$ cat config.mk
export PLATFORM = sky130hd
export DESIGN_NAME = dma_chan_ctl_bank
export DESIGN_NICKNAME = d
export VERILOG_FILES = /design/src/rtl/dmacs_pkg.sv /design/src/rtl/dmacs_decode.sv /design/src/rtl/dmacs_chan.sv /design/src/rtl/dmacs_rdmux.sv /design/src/rtl/dma_chan_ctl_bank.sv
export SDC_FILE = /design/constraint.sdc
export NUM_CORES = 1
export LEC_CHECK = 0
export BUFFER_PORTS_ARGS = -buffer_cell sky130_fd_sc_hd__buf_2
export CORE_ASPECT_RATIO = 1.4
export CORE_MARGIN = 2
export CORE_UTILIZATION = 50
export DETAILED_ROUTE_END_ITERATION = 16
export PLACE_DENSITY = 0.82
export SYNTH_ARGS = -nofsm -noshare
export SYNTH_HDL_FRONTEND = slang
export SYNTH_SLANG_ARGS = --single-unit
$ cat constraint.sdc
create_clock -name clk -period 2.67 [get_ports clk]
set_input_delay 0.1335 -clock clk [delete_from_list [all_inputs] [get_ports clk]]
set_output_delay 0.1335 -clock clk [all_outputs]
set_load 0.05 [all_outputs]
$ cat src/rtl/dmacs_pkg.sv
package dmacs_pkg;
  localparam int REG_W     = 8;
  localparam int IDX_W     = 3;
  localparam int BIT_EN    = 0;
  localparam int BIT_START = 1;
  localparam int BIT_INIT  = 2;
  localparam int BIT_FLAG  = 7;

  typedef struct packed {
    logic             byte_we;
    logic             bit_we;
    logic [REG_W-1:0] data;
    logic [IDX_W-1:0] idx;
    logic             bval;
  } wr_cmd_t;
endpackage

$ cat src/rtl/dmacs_decode.sv
module dmacs_decode #(
  parameter int NUM_CH = 4,
  localparam int AW = (NUM_CH > 1) ? $clog2(NUM_CH) : 1
) (
  input  logic              clk,
  input  logic              rst_n,
  input  logic [AW-1:0]     addr,
  input  logic              wr_byte,
  input  logic              wr_bit,
  input  logic              rd_en,
  output logic [NUM_CH-1:0] byte_sel,
  output logic [NUM_CH-1:0] bit_sel,
  output logic [NUM_CH-1:0] rd_sel
);
  logic bit_ok;
  assign bit_ok = wr_bit & ~wr_byte;

  for (genvar i = 0; i < NUM_CH; i++) begin : g_sel
    logic hit;
    assign hit         = (addr == AW'(i));
    assign byte_sel[i] = hit & wr_byte;
    assign bit_sel[i]  = hit & bit_ok;
    assign rd_sel[i]   = hit & rd_en;
  end

  AST_SEL_ONEHOT: assert property (@(posedge clk) disable iff (!rst_n)
    $onehot0(byte_sel | bit_sel));
  AST_BYTE_OVER_BIT: assert property (@(posedge clk) disable iff (!rst_n)
    wr_byte |-> (bit_sel == '0));
endmodule

$ cat src/rtl/dmacs_chan.sv
module dmacs_chan
  import dmacs_pkg::*;
(
  input  logic clk,
  input  logic rst_n,
  input  wr_cmd_t cmd,
  input  logic rd_hit,
  input  logic tc_in,
  output logic en_o,
  output logic flag_o,
  output logic start_o,
  output logic init_o
);
  logic en_q, flag_q, pend_q, start_q, init_q;
  logic en_wr, en_wval, start_req, init_req;
  logic en_d, flag_d, start_d, init_d;

  always_comb begin
    en_wr     = cmd.byte_we | (cmd.bit_we && cmd.idx == IDX_W'(BIT_EN));
    en_wval   = cmd.byte_we ? cmd.data[BIT_EN] : cmd.bval;
    start_req = cmd.byte_we ? cmd.data[BIT_START]
                            : (cmd.bit_we && cmd.idx == IDX_W'(BIT_START) && cmd.bval);
    init_req  = cmd.byte_we ? cmd.data[BIT_INIT]
                            : (cmd.bit_we && cmd.idx == IDX_W'(BIT_INIT) && cmd.bval);
    if (tc_in)      en_d = 1'b0;
    else if (en_wr) en_d = en_wval;
    else            en_d = en_q;
    if (pend_q)      flag_d = 1'b1;
    else if (rd_hit) flag_d = 1'b0;
    else             flag_d = flag_q;
    start_d = start_req & en_q & ~flag_q;
    init_d  = init_req & ~en_q;
  end

  always_ff @(posedge clk) begin
    if (!rst_n) begin
      en_q    <= 1'b0;
      flag_q  <= 1'b0;
      pend_q  <= 1'b0;
      start_q <= 1'b0;
      init_q  <= 1'b0;
    end else begin
      en_q    <= en_d;
      flag_q  <= flag_d;
      pend_q  <= tc_in;
      start_q <= start_d;
      init_q  <= init_d;
    end
  end

  assign en_o    = en_q;
  assign flag_o  = flag_q;
  assign start_o = start_q;
  assign init_o  = init_q;

  AST_TC_DROPS_EN: assert property (@(posedge clk) disable iff (!rst_n)
    tc_in |=> !en_q);
  AST_FLAG_FOLLOWS_TC: assert property (@(posedge clk) disable iff (!rst_n)
    tc_in |=> ##1 flag_q);
  AST_START_QUAL: assert property (@(posedge clk) disable iff (!rst_n)
    start_q |-> ($past(en_q) && !$past(flag_q)));
  AST_INIT_QUAL: assert property (@(posedge clk) disable iff (!rst_n)
    init_q |-> !$past(en_q));
  AST_READ_CLEARS: assert property (@(posedge clk) disable iff (!rst_n)
    (rd_hit && !pend_q) |=> !flag_q);
  AST_SET_WINS: assert property (@(posedge clk) disable iff (!rst_n)
    (rd_hit && pend_q) |=> flag_q);
endmodule

$ cat src/rtl/dmacs_rdmux.sv
module dmacs_rdmux
  import dmacs_pkg::*;
#(
  parameter int NUM_CH = 4,
  localparam int AW = (NUM_CH > 1) ? $clog2(NUM_CH) : 1
) (
  input  logic              clk,
  input  logic              rst_n,
  input  logic              rd_en,
  input  logic [AW-1:0]     addr,
  input  logic [NUM_CH-1:0] en_vec,
  input  logic [NUM_CH-1:0] flag_vec,
  output logic [REG_W-1:0]  rd_data,
  output logic              rd_valid
);
  logic [REG_W-1:0] word;

  always_comb begin
    word = '0;
    for (int i = 0; i < NUM_CH; i++) begin
      if (addr == AW'(i)) begin
        word[BIT_EN]   = en_vec[i];
        word[BIT_FLAG] = flag_vec[i];
      end
    end
  end

  always_ff @(posedge clk) begin
    if (!rst_n) begin
      rd_data  <= '0;
      rd_valid <= 1'b0;
    end else begin
      rd_valid <= rd_en;
      if (rd_en) rd_data <= word;
    end
  end

  AST_RSVD_ZERO: assert property (@(posedge clk) disable iff (!rst_n)
    rd_data[BIT_FLAG-1:BIT_EN+1] == '0);
  AST_RD_LATENCY: assert property (@(posedge clk) disable iff (!rst_n)
    rd_en |=> rd_valid);
  AST_RD_HOLD: assert property (@(posedge clk) disable iff (!rst_n)
    !rd_en |=> $stable(rd_data));
endmodule

$ cat src/rtl/dma_chan_ctl_bank.sv
module dma_chan_ctl_bank
  import dmacs_pkg::*;
#(
  parameter int NUM_CH = 4,
  localparam int AW = (NUM_CH > 1) ? $clog2(NUM_CH) : 1
) (
  input  logic              clk,
  input  logic              rst_n,
  input  logic [AW-1:0]     reg_addr,
  input  logic              wr_byte,
  input  logic [REG_W-1:0]  wr_data,
  input  logic              wr_bit,
  input  logic [IDX_W-1:0]  bit_idx,
  input  logic              bit_val,
  input  logic              rd_en,
  output logic [REG_W-1:0]  rd_data,
  output logic              rd_valid,
  input  logic [NUM_CH-1:0] tc_in,
  output logic [NUM_CH-1:0] chan_en,
  output logic [NUM_CH-1:0] start_pulse,
  output logic [NUM_CH-1:0] init_pulse
);
  logic [NUM_CH-1:0] byte_sel, bit_sel, rd_sel, flag_vec;

  dmacs_decode #(.NUM_CH(NUM_CH)) u_decode (
    .clk(clk), .rst_n(rst_n), .addr(reg_addr), .wr_byte(wr_byte),
    .wr_bit(wr_bit), .rd_en(rd_en), .byte_sel(byte_sel),
    .bit_sel(bit_sel), .rd_sel(rd_sel)
  );

  for (genvar i = 0; i < NUM_CH; i++) begin : g_chan
    wr_cmd_t cmd;
    assign cmd.byte_we = byte_sel[i];
    assign cmd.bit_we  = bit_sel[i];
    assign cmd.data    = wr_data;
    assign cmd.idx     = bit_idx;
    assign cmd.bval    = bit_val;

    dmacs_chan u_chan (
      .clk(clk), .rst_n(rst_n), .cmd(cmd), .rd_hit(rd_sel[i]),
      .tc_in(tc_in[i]), .en_o(chan_en[i]), .flag_o(flag_vec[i]),
      .start_o(start_pulse[i]), .init_o(init_pulse[i])
    );
  end

  dmacs_rdmux #(.NUM_CH(NUM_CH)) u_rdmux (
    .clk(clk), .rst_n(rst_n), .rd_en(rd_en), .addr(reg_addr),
    .en_vec(chan_en), .flag_vec(flag_vec), .rd_data(rd_data),
    .rd_valid(rd_valid)
  );

  AST_ISOLATION: assert property (@(posedge clk) disable iff (!rst_n)
    (!wr_byte && !wr_bit && tc_in == '0) |=> $stable(chan_en));
  AST_PULSES_ONEHOT: assert property (@(posedge clk) disable iff (!rst_n)
    $onehot0(start_pulse));
endmodule

==> impl_metrics.toml <==
[run_status]
outcome = "completed"

[worst_setup_path]
endpoint_kind = "output pin"
max_stage_delay_ps = 460
cp_top_family = "flip-flops"
worstRegToRegCells = 3
r2r-start = "g_chan[3].u_chan.en_o"
critPathBufInv = 1
required_ps = 2540
path_max_fanout = 6
crit_arrival_ps = 1050
cp_slowest_cell = "dfxtp_1"
critPathKind = "register to output pin"
r2r_setup_slack_ps = 1490
worstPathCellList = "buf_2"
r2r-end = "u_rdmux.rd_data[0]"
start_kind = "register"

[cells_and_area]
layout_common_cells = "buf_2 (32), dfxtp_1 (23), nand3b_1 (7), and2_1 (7)"
nets = 154
mostFrequentLayoutCell = "buf_2"
fin_util = 0.5971
regArea_um2 = 460.4
fillCellCount = 184
area_growth_pct = 10.68
finalInstanceArea_um2 = 1192
multi_input_area_um2 = 476.7
num_antenna_cells = 0
drive_gt1_frac = 0.3077

[global_route]
overflow = 0
grt_max_degree = 16
grt_pass1_vias = 717
grt_first_pass_wirelength_um = 3029
grt.total_usage = 0.1572
antenna_found_initial = 0

[place]
place_area_um2 = 1135
hpwl_um = 1534
place.gp.congestion = 0.7889
io_buffers = 32

[sta]
rsz0062_at_grt = "false"
drv_slew = 0
setup_viol = 0
min_period_ps = 1187
post-route-period-util = 0.4446
tns_ps = 0
fmax_mhz = 842.5
finalClockSkew_ps = 1.573
hold_viol = 0

[logic_synthesis]
yosys_warnings = 0
synthXorXnorAreaFrac = 0
synthMuxAreaShare = 0.09756
ys_ff_latch = 23
synth_area_um2 = 1077
syn-instance-count = 107
postSynthAreaPerCell_um2 = 10.07
synth_cell_type_count = 26
synth_top_family_by_area = "simple AND/OR/NAND/NOR gates"
synth_compound_area_frac = 0.09524
synth_seq_area_share = 0.4274
synth_adder_area_share = 0
synth_simple_gate_area_frac = 0.2288

[floorplanning]
initial_core_util = 0.5395
row_count = 19
die_w_um = 43.23
fp.dieH_um = 58.92
ioPinCount = 44
die-area_um2 = 2547
core_area_um2 = 1997

[drt]
via_count = 808
drc = 0
wl_met2_um = 1047
dr.pass1.iters = 4
m1WireLength_um = 771
ant_nets = 0
routed_wirelength_um = 1947
vias_per_cell = 5.351
highest_layer = "met4"
wl_met3_um = 106
drt_iter0_markers = 20
avgRoutedWirePerCell_um = 12.89

[cts]
numCtsBuffers = 3
clkSlewWorstSetupHoldPaths_ps = 110
clockBufferDepth = 2
cts_num_sinks = 23
clock_latency_ps = 290
cts_root_buf = "clkbuf_4"
cts_max_level = 1
cts_tree = "built"

[hold_path]
hp-start = "tc_in[2]"
min_to = "g_chan[2].u_chan.en_o"
hold_class = "input port to register"
hold-path-cell-count = 2

[pwr]
leakage_uw = 0.0005169
p_per_area_nw_per_um2 = 510.0
power_uw = 608.2
irDropWorstVdd_mv = 0.3871

[run]
maxCapViolCount = 0
==> cells by family (layout without fill, tap and decap cells) <==
group,after synthesis,after routing
flops,23,23
mux,8,8
other cells,1,6
buf+inv,24,42
compound gates,13,13
simple gates,38,38
==> synthesized netlist by cell type (all sizes together) <==
cell,count,area (µm²)
a21boi,3,22.52
a21oi,1,5.000
a311oi,4,35.03
a32oi,2,17.52
and2,7,43.79
and2b,2,16.27
and4bb,1,16.27
buf,19,140.1
clkbuf,2,7.510
conb,1,3.750
dfxtp,23,460.4
inv,3,11.26
mux2i,6,60.06
mux4,2,45.04
nand2,1,3.750
nand2b,1,6.260
nand3,5,25.02
nand3b,7,52.55
nor2,5,18.77
nor3,3,15.01
nor4,2,12.51
nor4b,3,26.28
o21a,3,22.52
or4b,1,10.01
==> where the power goes <==
part           internal (µW)  switching, µW
clock network           55.6           91.7
logic                   35.4           65.2
registers                354           6.00
total                    445            163
==> routing by layer <==
layer | global-route usage | up-vias
met5 | 0 | -
met4 | 0.06494 | 0
met3 | 0.03067 | 2
met2 | 0.2793 | 24
met1 | 0.1811 | 377
li1 | - | 405
==> final cells by class <==
type | instances | share of cell area
clock buffers | 3 | 0.01889
clock inverters | 1 | 0.004197
inverters | 3 | 0.009444
multi-input cells | 65 | 0.3998
flip-flops and latches | 23 | 0.3862
well taps | 21 | 0.02204
repair buffers | 35 | 0.1595
==> worst max path at each step <==
stage | start | cells after the start | to | slack [ps]
6_report | g_chan[0].u_chan.en_o | 1 | chan_en[0] | 1480
5_1_grt | g_chan[0].u_chan.en_o | 1 | chan_en[0] | 1430
4_1_cts | g_chan[3].u_chan.en_o | 1 | chan_en[3] | 1490
3_5_place_dp | wr_byte | 4 | g_chan[1].u_chan.init_o | 1400
3_3_place_gp | wr_byte | 4 | g_chan[1].u_chan.init_o | 1470
2_1_floorplan | reg_addr[1] | 4 | u_rdmux.rd_data[0] | 1590
==> repair_timing <==
action / 4_1_cts / 5_1_grt
hold buffers: 1 / 2
gates resized for setup: 0 / 0
endpoints found under the hold margin: 1 / 2
setup buffers: 0 / 0
==> stage by stage <==
step	setup WS, ps	std cells	hold slack, ps
3_3_place_gp	1474	144	319.7
5_1_grt	1427	151	3.341
2_1_floorplan	1588	112	205.6
6_report	1483	151	22.08
4_1_cts	1490	149	6.082
3_5_place_dp	1401	144	320.8
==> flip-flops by register name, summed over array words and instances, names as in the netlist <==
| signal | count |
|---|---|
| u_rdmux.rd_valid | 1 |
| g_chan.u_chan.en_o | 4 |
| g_chan.u_chan.pend_q | 4 |
| g_chan.u_chan.start_o | 4 |
| g_chan.u_chan.init_o | 4 |
| g_chan.u_chan.flag_o | 4 |
| u_rdmux.rd_data | 2 |
Note: power is estimated with default switching activity, not from simulation.
